[config.mk]
export PLATFORM = sky130hd
export DESIGN_NAME = tbclk_gen
export DESIGN_NICKNAME = d
export VERILOG_FILES = /design/src/rtl/tbclk_pkg.sv /design/src/rtl/tbclk_src_sel.sv /design/src/rtl/tbclk_tb_div.sv /design/src/rtl/tbclk_slow_div.sv /design/src/rtl/tbclk_gen.sv
export SDC_FILE = /design/constraint.sdc
export NUM_CORES = 1
export LEC_CHECK = 0
export CORE_MARGIN = 5
export CORE_UTILIZATION = 51
export CTS_CLUSTER_DIAMETER = 200
export DETAILED_ROUTE_END_ITERATION = 6
export PLACE_DENSITY_LB_ADDON = 0.15
export SLEW_MARGIN = 20
export SYNTH_ARGS = -nofsm -noshare
export SYNTH_HDL_FRONTEND = slang
export SYNTH_SLANG_ARGS = --single-unit
[constraint.sdc]
create_clock -name clk -period 2.67 [get_ports clk]
set_input_delay 0.267 -clock clk [delete_from_list [all_inputs] [get_ports clk]]
set_output_delay 0.267 -clock clk [all_outputs]
set_load 0.05 [all_outputs]
[src/rtl/tbclk_pkg.sv]
package tbclk_pkg;

    typedef struct packed {
        logic       pin_speed;  // bit 7: pin role
        logic [2:0] slow_sel;   // bits 6:4
        logic       src_aux;    // bit 3
        logic [2:0] div_sel;    // bits 2:0
    } tbclk_cfg_t;

    // terminal count (ratio - 1) of the time-base divider
    function automatic int unsigned div_last(input logic [2:0] sel);
        case (sel)
            3'b001:  return 31;
            3'b010:  return 39;
            3'b011:  return 47;
            3'b100:  return 13;
            default: return 23;   // 000 and reserved codes
        endcase
    endfunction

    // terminal count of the slow divider; 0 means full speed
    function automatic int unsigned slow_last(input logic [2:0] sel);
        case (sel)
            3'b001:  return 1;
            3'b010:  return 3;
            3'b011:  return 5;
            3'b100:  return 7;
            default: return 0;
        endcase
    endfunction

endpackage

[src/rtl/tbclk_src_sel.sv]
module tbclk_src_sel (
    input  logic clk,
    input  logic rst_n,
    input  logic clr,
    input  logic sel_aux,
    input  logic dbl_mode,
    input  logic main_ce,
    input  logic aux_ce,
    output logic src_ce
);
    typedef struct packed {
        logic half;
    } st_t;

    st_t st_d, st_q;

    always_comb begin
        st_d = st_q;
        if (clr) begin
            st_d.half = 1'b0;
        end else if (!sel_aux && dbl_mode && main_ce) begin
            st_d.half = ~st_q.half;
        end
        if (sel_aux) begin
            src_ce = aux_ce;
        end else if (dbl_mode) begin
            src_ce = main_ce & st_q.half;
        end else begin
            src_ce = main_ce;
        end
    end

    always_ff @(posedge clk or negedge rst_n) begin
        if (!rst_n) st_q <= '0;
        else        st_q <= st_d;
    end
endmodule

[src/rtl/tbclk_tb_div.sv]
module tbclk_tb_div #(
    parameter int CNT_W = 6
) (
    input  logic       clk,
    input  logic       rst_n,
    input  logic       clr,
    input  logic       src_ce,
    input  logic [2:0] div_sel,
    output logic       strobe
);
    import tbclk_pkg::*;

    typedef struct packed {
        logic [CNT_W-1:0] cnt;
        logic             stb;
    } st_t;

    st_t              st_d, st_q;
    logic [CNT_W-1:0] last;
    logic             at_last;

    always_comb begin
        last    = CNT_W'(div_last(div_sel));
        at_last = (st_q.cnt == last);
        st_d    = st_q;
        if (clr) begin
            st_d.cnt = '0;
            st_d.stb = 1'b0;
        end else begin
            st_d.stb = src_ce & at_last;
            if (src_ce) begin
                st_d.cnt = at_last ? '0 : st_q.cnt + 1'b1;
            end
        end
    end

    always_ff @(posedge clk or negedge rst_n) begin
        if (!rst_n) st_q <= '0;
        else        st_q <= st_d;
    end

    assign strobe = st_q.stb;
endmodule

[src/rtl/tbclk_slow_div.sv]
module tbclk_slow_div #(
    parameter int SLOW_W = 3
) (
    input  logic       clk,
    input  logic       rst_n,
    input  logic       clr,
    input  logic       slow_mode,
    input  logic [2:0] slow_sel,
    output logic       sys_ce,
    output logic       full_speed
);
    import tbclk_pkg::*;

    typedef struct packed {
        logic [SLOW_W-1:0] cnt;
    } st_t;

    st_t               st_d, st_q;
    logic [SLOW_W-1:0] last;
    logic              at_last;

    always_comb begin
        last       = SLOW_W'(slow_last(slow_sel));
        full_speed = !slow_mode || (last == '0);
        at_last    = (st_q.cnt == last);
        sys_ce     = full_speed || at_last;
        st_d       = st_q;
        if (clr || full_speed) begin
            st_d.cnt = '0;
        end else begin
            st_d.cnt = at_last ? '0 : st_q.cnt + 1'b1;
        end
    end

    always_ff @(posedge clk or negedge rst_n) begin
        if (!rst_n) st_q <= '0;
        else        st_q <= st_d;
    end
endmodule

[src/rtl/tbclk_gen.sv]
module tbclk_gen #(
    parameter int CNT_W  = 6,
    parameter int SLOW_W = 3
) (
    input  logic       clk,
    input  logic       rst_n,
    input  logic       main_ce,
    input  logic       aux_ce,
    input  logic       dbl_mode,
    input  logic       slow_mode,
    input  logic       stop_req,
    input  logic       cfg_wr,
    input  logic [7:0] cfg_wdata,
    output logic [7:0] cfg_rdata,
    output logic       tb_strobe,
    output logic       sys_ce,
    output logic       pin_out
);
    import tbclk_pkg::*;

    typedef struct packed {
        tbclk_cfg_t cfg;
    } st_t;

    st_t  st_d, st_q;
    logic src_ce;
    logic full_speed;

    always_comb begin
        st_d = st_q;
        if (cfg_wr) st_d.cfg = tbclk_cfg_t'(cfg_wdata);
    end

    always_ff @(posedge clk or negedge rst_n) begin
        if (!rst_n) st_q <= '0;
        else        st_q <= st_d;
    end

    tbclk_src_sel u_src (
        .clk      (clk),
        .rst_n    (rst_n),
        .clr      (cfg_wr),
        .sel_aux  (st_q.cfg.src_aux),
        .dbl_mode (dbl_mode),
        .main_ce  (main_ce),
        .aux_ce   (aux_ce),
        .src_ce   (src_ce)
    );

    tbclk_tb_div #(.CNT_W(CNT_W)) u_div (
        .clk     (clk),
        .rst_n   (rst_n),
        .clr     (cfg_wr),
        .src_ce  (src_ce),
        .div_sel (st_q.cfg.div_sel),
        .strobe  (tb_strobe)
    );

    tbclk_slow_div #(.SLOW_W(SLOW_W)) u_slow (
        .clk        (clk),
        .rst_n      (rst_n),
        .clr        (cfg_wr),
        .slow_mode  (slow_mode),
        .slow_sel   (st_q.cfg.slow_sel),
        .sys_ce     (sys_ce),
        .full_speed (full_speed)
    );

    always_comb begin
        if (st_q.cfg.pin_speed) pin_out = full_speed;
        else                    pin_out = ~stop_req;
    end

    assign cfg_rdata = st_q.cfg;
endmodule

Yosys cells after proc, flatten, opt, wreduce, memory -nomap -nowiden
Cells that the tools add are included.

Equality and inequality tests: 10. Add/sub/neg operators: 2. Bitwise gates (word level): 4. Muxes and demuxes: 12. Reduce and logical (&&, ||, !) cells: 10.

Operator list (number): case mux 6 bit (4 select lines) (1); == test 3 x 2 -> 1 bit (second input constant) (4); 2-to-1 mux 6 bit (2); case mux 3 bit (4 select lines) (1); 2-to-1 mux 7 bit (1); adder 6 x 1 -> 6 bit (second input constant) (1); == test 3 x 1 -> 1 bit (second input constant) (2); == test 3 bit (second input constant) (2); == test 6 bit (1); 2-to-1 mux 3 bit (2); 2-to-1 mux 1 bit (5); nonzero test 2 bit (2); adder 3 x 1 -> 3 bit (second input constant) (1); == test 3 bit (1); logical NOT 3 bit (1); logical OR 1 bit (3); AND 1 bit (2); logical AND 1 bit (2); logical NOT 1 bit (2); NOT 1 bit (2).

Input port bits: 16. Logic and storage cells: 46. Output and inout bits: 11. Register bits after elaboration: 19.

Longest topological paths before layout
Gate-level depths: netlist of the first run.

Word-level depth: 6. Mapped depth: 6. Mapped depth without buffers: 5.

Hierarchy
From an unflattened synthesis of the first run, not the netlist that was laid out.

Cell total of the unflattened synthesis: 94. Area, all modules: 1091.0 sq um.

By module, submodules not included: tbclk_tb_div (times used 1, cells each 42, seq. area each 175.2 sq um, area an instance 422.9 sq um); tbclk_gen (times used 1, cells each 19, seq. area each 200.2 sq um, area an instance 340.3 sq um); tbclk_slow_div (times used 1, cells each 24, seq. area each 75.1 sq um, area an instance 236.5 sq um); tbclk_src_sel (times used 1, cells each 9, seq. area each 25.0 sq um, area an instance 91.3 sq um).

Worst setup path before layout of the first run
No wires, ideal clock.

Path type: reg2out. Start point: register st_q, in the netlist cfg_rdata[4]. End point: output sys_ce. Path buffers: 0. Cell stages (with the launch flop): 5. Data required time: 2.403 ns. Setup slack: 0.370 ns. Arrival time: 2.033 ns. Cell sequence: dfrtp_1 > or4b_2 > a21oi_1 > o21a_1 > nand2b_1.

Cells in the longest elaborated chain, start to end: 5. Elaborated cells on any way between the ends: 9. Those cells by class: 5 x eq/ne; 1 x mux; 3 x reduce/logical.

RTL lines: from (decl) (RTL line tbclk_gen.sv:25) `st_t st_d, st_q;`; from (signal assigned) (RTL line tbclk_gen.sv:36) `else st_q <= st_d;`; == test 3 bit, or another cell as far along (RTL line tbclk_pkg.sv:23) `case (sel)`; case mux 3 bit (4 select lines) (*) (RTL line tbclk_pkg.sv:23); logical NOT 3 bit (RTL line tbclk_slow_div.sv:24) `full_speed = !slow_mode || (last == '0);`; logical OR 1 bit (RTL line tbclk_slow_div.sv:24); logical OR 1 bit (*) (RTL line tbclk_slow_div.sv:26) `sys_ce = full_speed || at_last;`; to (decl) (RTL line tbclk_gen.sv:16) `output logic sys_ce,`.

Every way passes the cells marked *; elsewhere a longest branch is shown, timed or not.

Worst setup path in the final report of the first run
Start point: register st_q, in the netlist cfg_rdata[5]. End point: output sys_ce.

The elaborated chain is that of the path after synthesis.

==> results of run 1 <==
==> power groups by stage <==
stage	logic (mW)	clock network [mW]	registers, mW
final	0.194	0.144	0.334
after global routing	0.206	0.166	0.339
after CTS	0.196	0.149	0.334
after detailed placement	0.194	0	0.340
after global placement	0.193	0	0.337
after floorplan	0.0872	0	0.370
==> cell usage after synthesis (2+ instances only) <==
library cell	n
dfrtp_1	19
mux2_2	8
nor3_1	5
a21oi_1	4
inv_1	4
nor2_1	4
and3b_1	3
nand2_1	3
nand3b_1	3
xor2_1	3
buf_4	2
clkbuf_1	2
ha_1	2
nand3_1	2
nand4_1	2
nor3_2	2
nor4_1	2
o21a_1	2
o21ai_0	2
or3_1	2
xnor2_1	2
==> layer usage <==
layer  up-vias  share of wire
met5         -              0
met4         0         0.0056
met3         2          0.059
met2        20           0.47
met1       410           0.47
li1        421              -
==> layout make-up <==
type | count | area [um2] | area share
flip-flops and latches | 19 | 475.5 | 0.3417
clock buffers | 3 | 22.52 | 0.01619
well taps | 27 | 33.78 | 0.02428
repair buffers | 28 | 287.8 | 0.2068
inverters | 4 | 15.01 | 0.01079
clock inverters | 1 | 5.005 | 0.003597
multi-input cells | 70 | 551.8 | 0.3966
==> logic make-up after synthesis <==
family,count (synthesis)
simple gates,39
compound gates,15
xor+xnor,5
fa+ha+maj,2
buf+inv,10
mux,9
flops,19
==> flip-flops by register name, summed over array words and instances (netlist names) <==
signal	count
u_src.st_q	1
u_div.st_q	6
u_slow.st_q	3
cfg_rdata	8
u_div.strobe	1
==> metrics by stage <==
step	area (um2)	power (mW)	cells	worst slack (ns)
2_1_floorplan	1080	0.4569	99	0.3702
3_3_place_gp	1361	0.5302	148	0.4465
3_5_place_dp	1361	0.5338	148	0.4215
4_1_cts	1389	0.6787	152	0.07459
5_1_grt	1391	0.7103	152	0.1801
6_report	1391	0.6722	152	0.3276
==> path summary, 6_finish.rpt <==
| kind | from | endpoint | slack (ns) | cells after the start |
|---|---|---|---|---|
| min reg2reg | u_slow.st_q[0] | u_slow.st_q[0] | 0.49 | 1 |
| max reg2reg | u_div.st_q[4] | u_div.st_q[4] | 0.82 | 5 |
| min in group clk | u_slow.st_q[0] | u_slow.st_q[0] | 0.49 | 1 |
| max | cfg_rdata[5] | sys_ce | 0.33 | 5 |
| min | rst_n | cfg_rdata[7] | 0.44 | 1 |
| max in group asynchronous | rst_n | cfg_rdata[4] | 1.71 | 1 |
==> worst max-delay path, delay by kind of cell, from the launching register on <==
kind            cells  cell delay (ns)
simple gates        2             0.84
flops               1             0.44
compound gates      2             0.37
buf+inv             1             0.15
==> repair_timing <==
action	in CTS	in global routing
gates resized for setup	0	1
setup buffers	0	0
endpoints found under the setup margin	0	1
==> metrics.csv, run 1 <==
metric,value,unit
Syn-to-layout area delta,28.85,%
post-synth net total,117,
Max Slew Vio Count,0,
required time of the critical path,2.40,ns
RSZ-0062 raised after global routing,no,
Final Hold Violating Endpoints,0,
crit path DAT,2.08,ns
Peak VDD IR,0.3503,mV
Synth top area share,0.4403,
Via Count,853,
total track usage,0.1465,
Pre-antenna DRT Iters,4,
cell count after synthesis,99,
Core Area,0.001982,mm2
initial DRC count,20,
DP Wirelength,1578,um
clk slew on worst S/H paths,0.11,ns
PwrDens,483.1,mW/mm2
"FF+latch count, synth",19,
Clock Tree Buf Depth,2,
"commonest non-fill, non-tap cell in the layout",clkdlybuf4s50_1,
clock share of power,0.215,
CP cell instances,or4b_2 > a21oi_1 > o21a_1 > nand2b_1 > buf_12,
initial antenna violation count,0,
H-tree lvl count,1,
worst hold margin,0.4420,ns
CTS tree,done,
Final setup viols,0,
Syn. warnings,0,
"Primary FF master, synth",dfrtp_1,
vias in the first global route,819,
post-synth top area cell,dfrtp_1,
"commonest cells after routing, fill and taps aside","clkdlybuf4s50_1 (24), dfrtp_1 (19), mux2_2 (8), nor3_1 (5)",
Post-Synth Adder-Cell Area,0.02317,
Leak,0.5910,nW
"Distinct cells, synth",42,
CTS Hold Bufs,0,
Sink Count,19,
pin count of the biggest net entering global routing,20,
Async SR Flop Fraction,1.000,
first-pass GRT wire length,3788,um
Root Driver,clkbuf_4,
Routed WL,2153,um
sequential share of the synthesized area,0.4403,
DR vias/cell,5.612,
met2 Track Usage GR,0.2137,
multiplexer area fraction after synthesis,0.09270,
max_slew headroom,0.4391,
share of post-route cells with drive strength above 1,0.1680,
synthesized area,0.001080,mm2
CTS Buf Count,3,
Tcrit/Tclk final,0.8773,
max cap viols,0,
"Avg Cell Area, Syn",10.91,um2
Simple-Gate Fraction of Synth Area,0.2480,
Compound-Gate Fraction of Synth Area,0.1066,
Die Width,56.02,um
skew final,0.008074,ns
sequential fraction of design power,0.497,
Comb power frac,0.289,
slowest CP cell,or4b_2,
Initial Util,0.5448,
# rows,16,
"slowest stage delay, CP",0.67,ns
Most Crowded Layer GR,met2,
fin nets,144,
fillers,143,
crit-path max FO,7,
Internal Power,449.6,uW
Die ar.,0.003138,mm2
Post-Synth XOR/XNOR Area,0.04056,
ANT cells,0,
antenna-violating nets left,0,
IO Port Bufs,26,
residual DRC count,0,
outcome,"finished, final reports clean",
Psw,222.5,uW
Fin Setup TNS,0,ns
Hold/Removal Path Class,input port to async pin,
gpl congestion,0.7557,
largest family of logic cells by synthesized area,simple AND/OR/NAND/NOR gates,
Crit. End Element,output pin,
top achievable clock speed,426.9,MHz
io pins,27,
min Tclk post-route,2.342,ns
most area-consuming cells after synthesis,"dfrtp_1 (44%), mux2_2 (8.3%), and3b_1 (2.4%)",
Worst Setup Start Kind,register,
GR Layer Usage met3,0.03712,
Slew @ Worst Pin,0.8387,ns
wire per inst,14.16,um
clock latency on the worst-skew pair,0.29,ns
met1 usage,0.2118,
fin util,0.7020,
total grt overflow,0,
Die Span Y,56.02,um
Sw Ratio,0.3310,
Setup CP Type,register to output pin,
"EDFF count, synth",0,
No activity file was read; power rests on OpenSTA's default activity.
==> inputs of run 2 (changes only) <==
Settings changed: RECOVER_POWER from default to 25, SETUP_SLACK_MARGIN from default to 0.2.
==> run 2 against run 1 <==
Sequential power barely moved; hold slack improved by 0.045 ns; first-iteration DRC count unchanged; routed wire length is 0.46% higher; setup slack worse by 0.00095 ns; critical path type unchanged.
==> metrics.csv, run 2 (synthesis gave the netlist of run 1 again) <==
metric,value,unit
pin count of the biggest net entering global routing,20,
Worst Setup Start Kind,register,
Hold/Removal Path Class,register to register,
min Tclk post-route,2.343,ns
H-tree lvl count,1,
Slew @ Worst Pin,0.8468,ns
Die Span Y,56.02,um
ANT cells,0,
Core Area,0.001982,mm2
crit-path max FO,7,
worst hold margin,0.4874,ns
Placed Area,0.001361,mm2
PwrDens,482.3,mW/mm2
Critical R2R Capture,u_div.st_q[4],
initial antenna violation count,0,
Non-Filler Instances,152,
Final setup viols,0,
clk slew on worst S/H paths,0.10,ns
CTS tree,done,
Die Width,56.02,um
Leak,0.5850,nW
# Post-CTS Setup Buffers,0,
max cap viols,0,
Die ar.,0.003138,mm2
top achievable clock speed,426.7,MHz
total track usage,0.1465,
first-pass GRT wire length,3788,um
sequential cell area,476.7,um2
multi-input logic area,559.3,um2
Worst R2R Start,u_div.st_q[4],
total grt overflow,0,
Final Hold Violating Endpoints,0,
fillers,144,
CTS Buf Count,3,
max_slew headroom,0.4336,
Setup CP Type,register to output pin,
Pre-antenna DRT Iters,4,
total power,673.4,uW
Max Slew Vio Count,0,
vias in the first global route,819,
Initial Util,0.5448,
Clock Tree Buf Depth,2,
Crit. End Element,output pin,
"commonest non-fill, non-tap cell in the layout",clkdlybuf4s50_1,
Routed WL,2163,um
fin nets,144,
outcome,"finished, final reports clean",
Fin Setup TNS,0,ns
CTS Hold Bufs,0,
Inst Count DP,148,
# rows,16,
Syn-to-layout area delta,29.32,%
clock latency on the worst-skew pair,0.29,ns
residual DRC count,0,
fin util,0.7045,
DP Wirelength,1578,um
R2R depth,5,
pre-CTS WS,0.4215,ns
io pins,27,
wire per inst,14.23,um
Hold Crit Start,u_slow.st_q[0],
"commonest cells after routing, fill and taps aside","clkdlybuf4s50_1 (23), dfrtp_1 (18), mux2_2 (8), nor3_1 (5)",
Root Driver,clkbuf_4,
gpl congestion,0.7557,
RSZ-0062 raised after global routing,no,
Peak VDD IR,0.3505,mV
setup ws final,0.3266,ns
Tcrit/Tclk final,0.8777,
Sink Count,19,
IO Port Bufs,26,
termination of the worst setup path,pin_out,
antenna-violating nets left,0,
max FFs per register,8,
CP startpoint,cfg_rdata[5],
skew final,0.007987,ns
Via Count,854,
Reg2Reg Setup Slack,0.82,ns
DR vias/cell,5.618,
required time of the critical path,2.40,ns
share of post-route cells with drive strength above 1,0.1840,
crit path DAT,2.08,ns
fin area,0.001396,mm2
initial DRC count,20,
[run 2: repair_timing]
item                                   4_1_cts  5_1_grt
cloned                                       0        0
endpoints found under the hold margin        0        0
resized for setup                            1        2
setup endpoints to repair                    1        1
[run 2: worst min path at each step]
| stage | to | slack, ns | depth (start not counted) |
|---|---|---|---|
| after detailed placement | u_slow.st_q[0] | 0.47 | 1 |
| after CTS | cfg_rdata[7] | 0.47 | 1 |
| final | u_slow.st_q[0] | 0.49 | 1 |
| after global placement | u_slow.st_q[0] | 0.47 | 1 |
| after floorplan | cfg_rdata[0] | -0.03 | 0 |
| after global routing | u_slow.st_q[0] | 0.53 | 1 |
[run 2: area by class of cell]
| type | instances | area share |
|---|---|---|
| Tap cell | 27 | 0.02419 |
| Clock buffer | 3 | 0.01613 |
| Clock inverter | 1 | 0.003584 |
| Inverter | 4 | 0.01075 |
| Multi-Input combinational cell | 70 | 0.4005 |
| Timing Repair Buffer | 28 | 0.2034 |
| Sequential cell | 19 | 0.3414 |
[run 2: worst max-delay path: stages (launching register included)]
cell and delay [ns]:
dfrtp_2 0.45, or3_1 0.38, nand3_1 0.18, inv_1 0.11
mux2i_1 0.13, dlygate4sd2_1 0.54
[run 2: report_power, final]
| group | internal, mW | switching [mW] | leakage, nW |
|---|---|---|---|
| registers | 0.307 | 0.0273 | 0.244 |
| clock network | 0.0556 | 0.0886 | 0.0177 |
| logic | 0.0873 | 0.108 | 0.323 |
| total | 0.450 | 0.224 | 0.585 |
[run 2: routing by layer]
layer / up-vias / track usage / part of all wire
li1: 421 / - / -
met1: 411 / 0.2118 / 0.47
met2: 20 / 0.2137 / 0.47
met3: 2 / 0.03712 / 0.059
met4: 0 / 0.04407 / 0.0055
met5: - / 0 / 0
==> inputs of run 3 (changes only) <==
Settings changed: CAP_MARGIN from default to 20, CTS_CLUSTER_SIZE from default to 24.
==> results of run 3 <==
Final layout, timing and power as in run 2 (identical DEF).
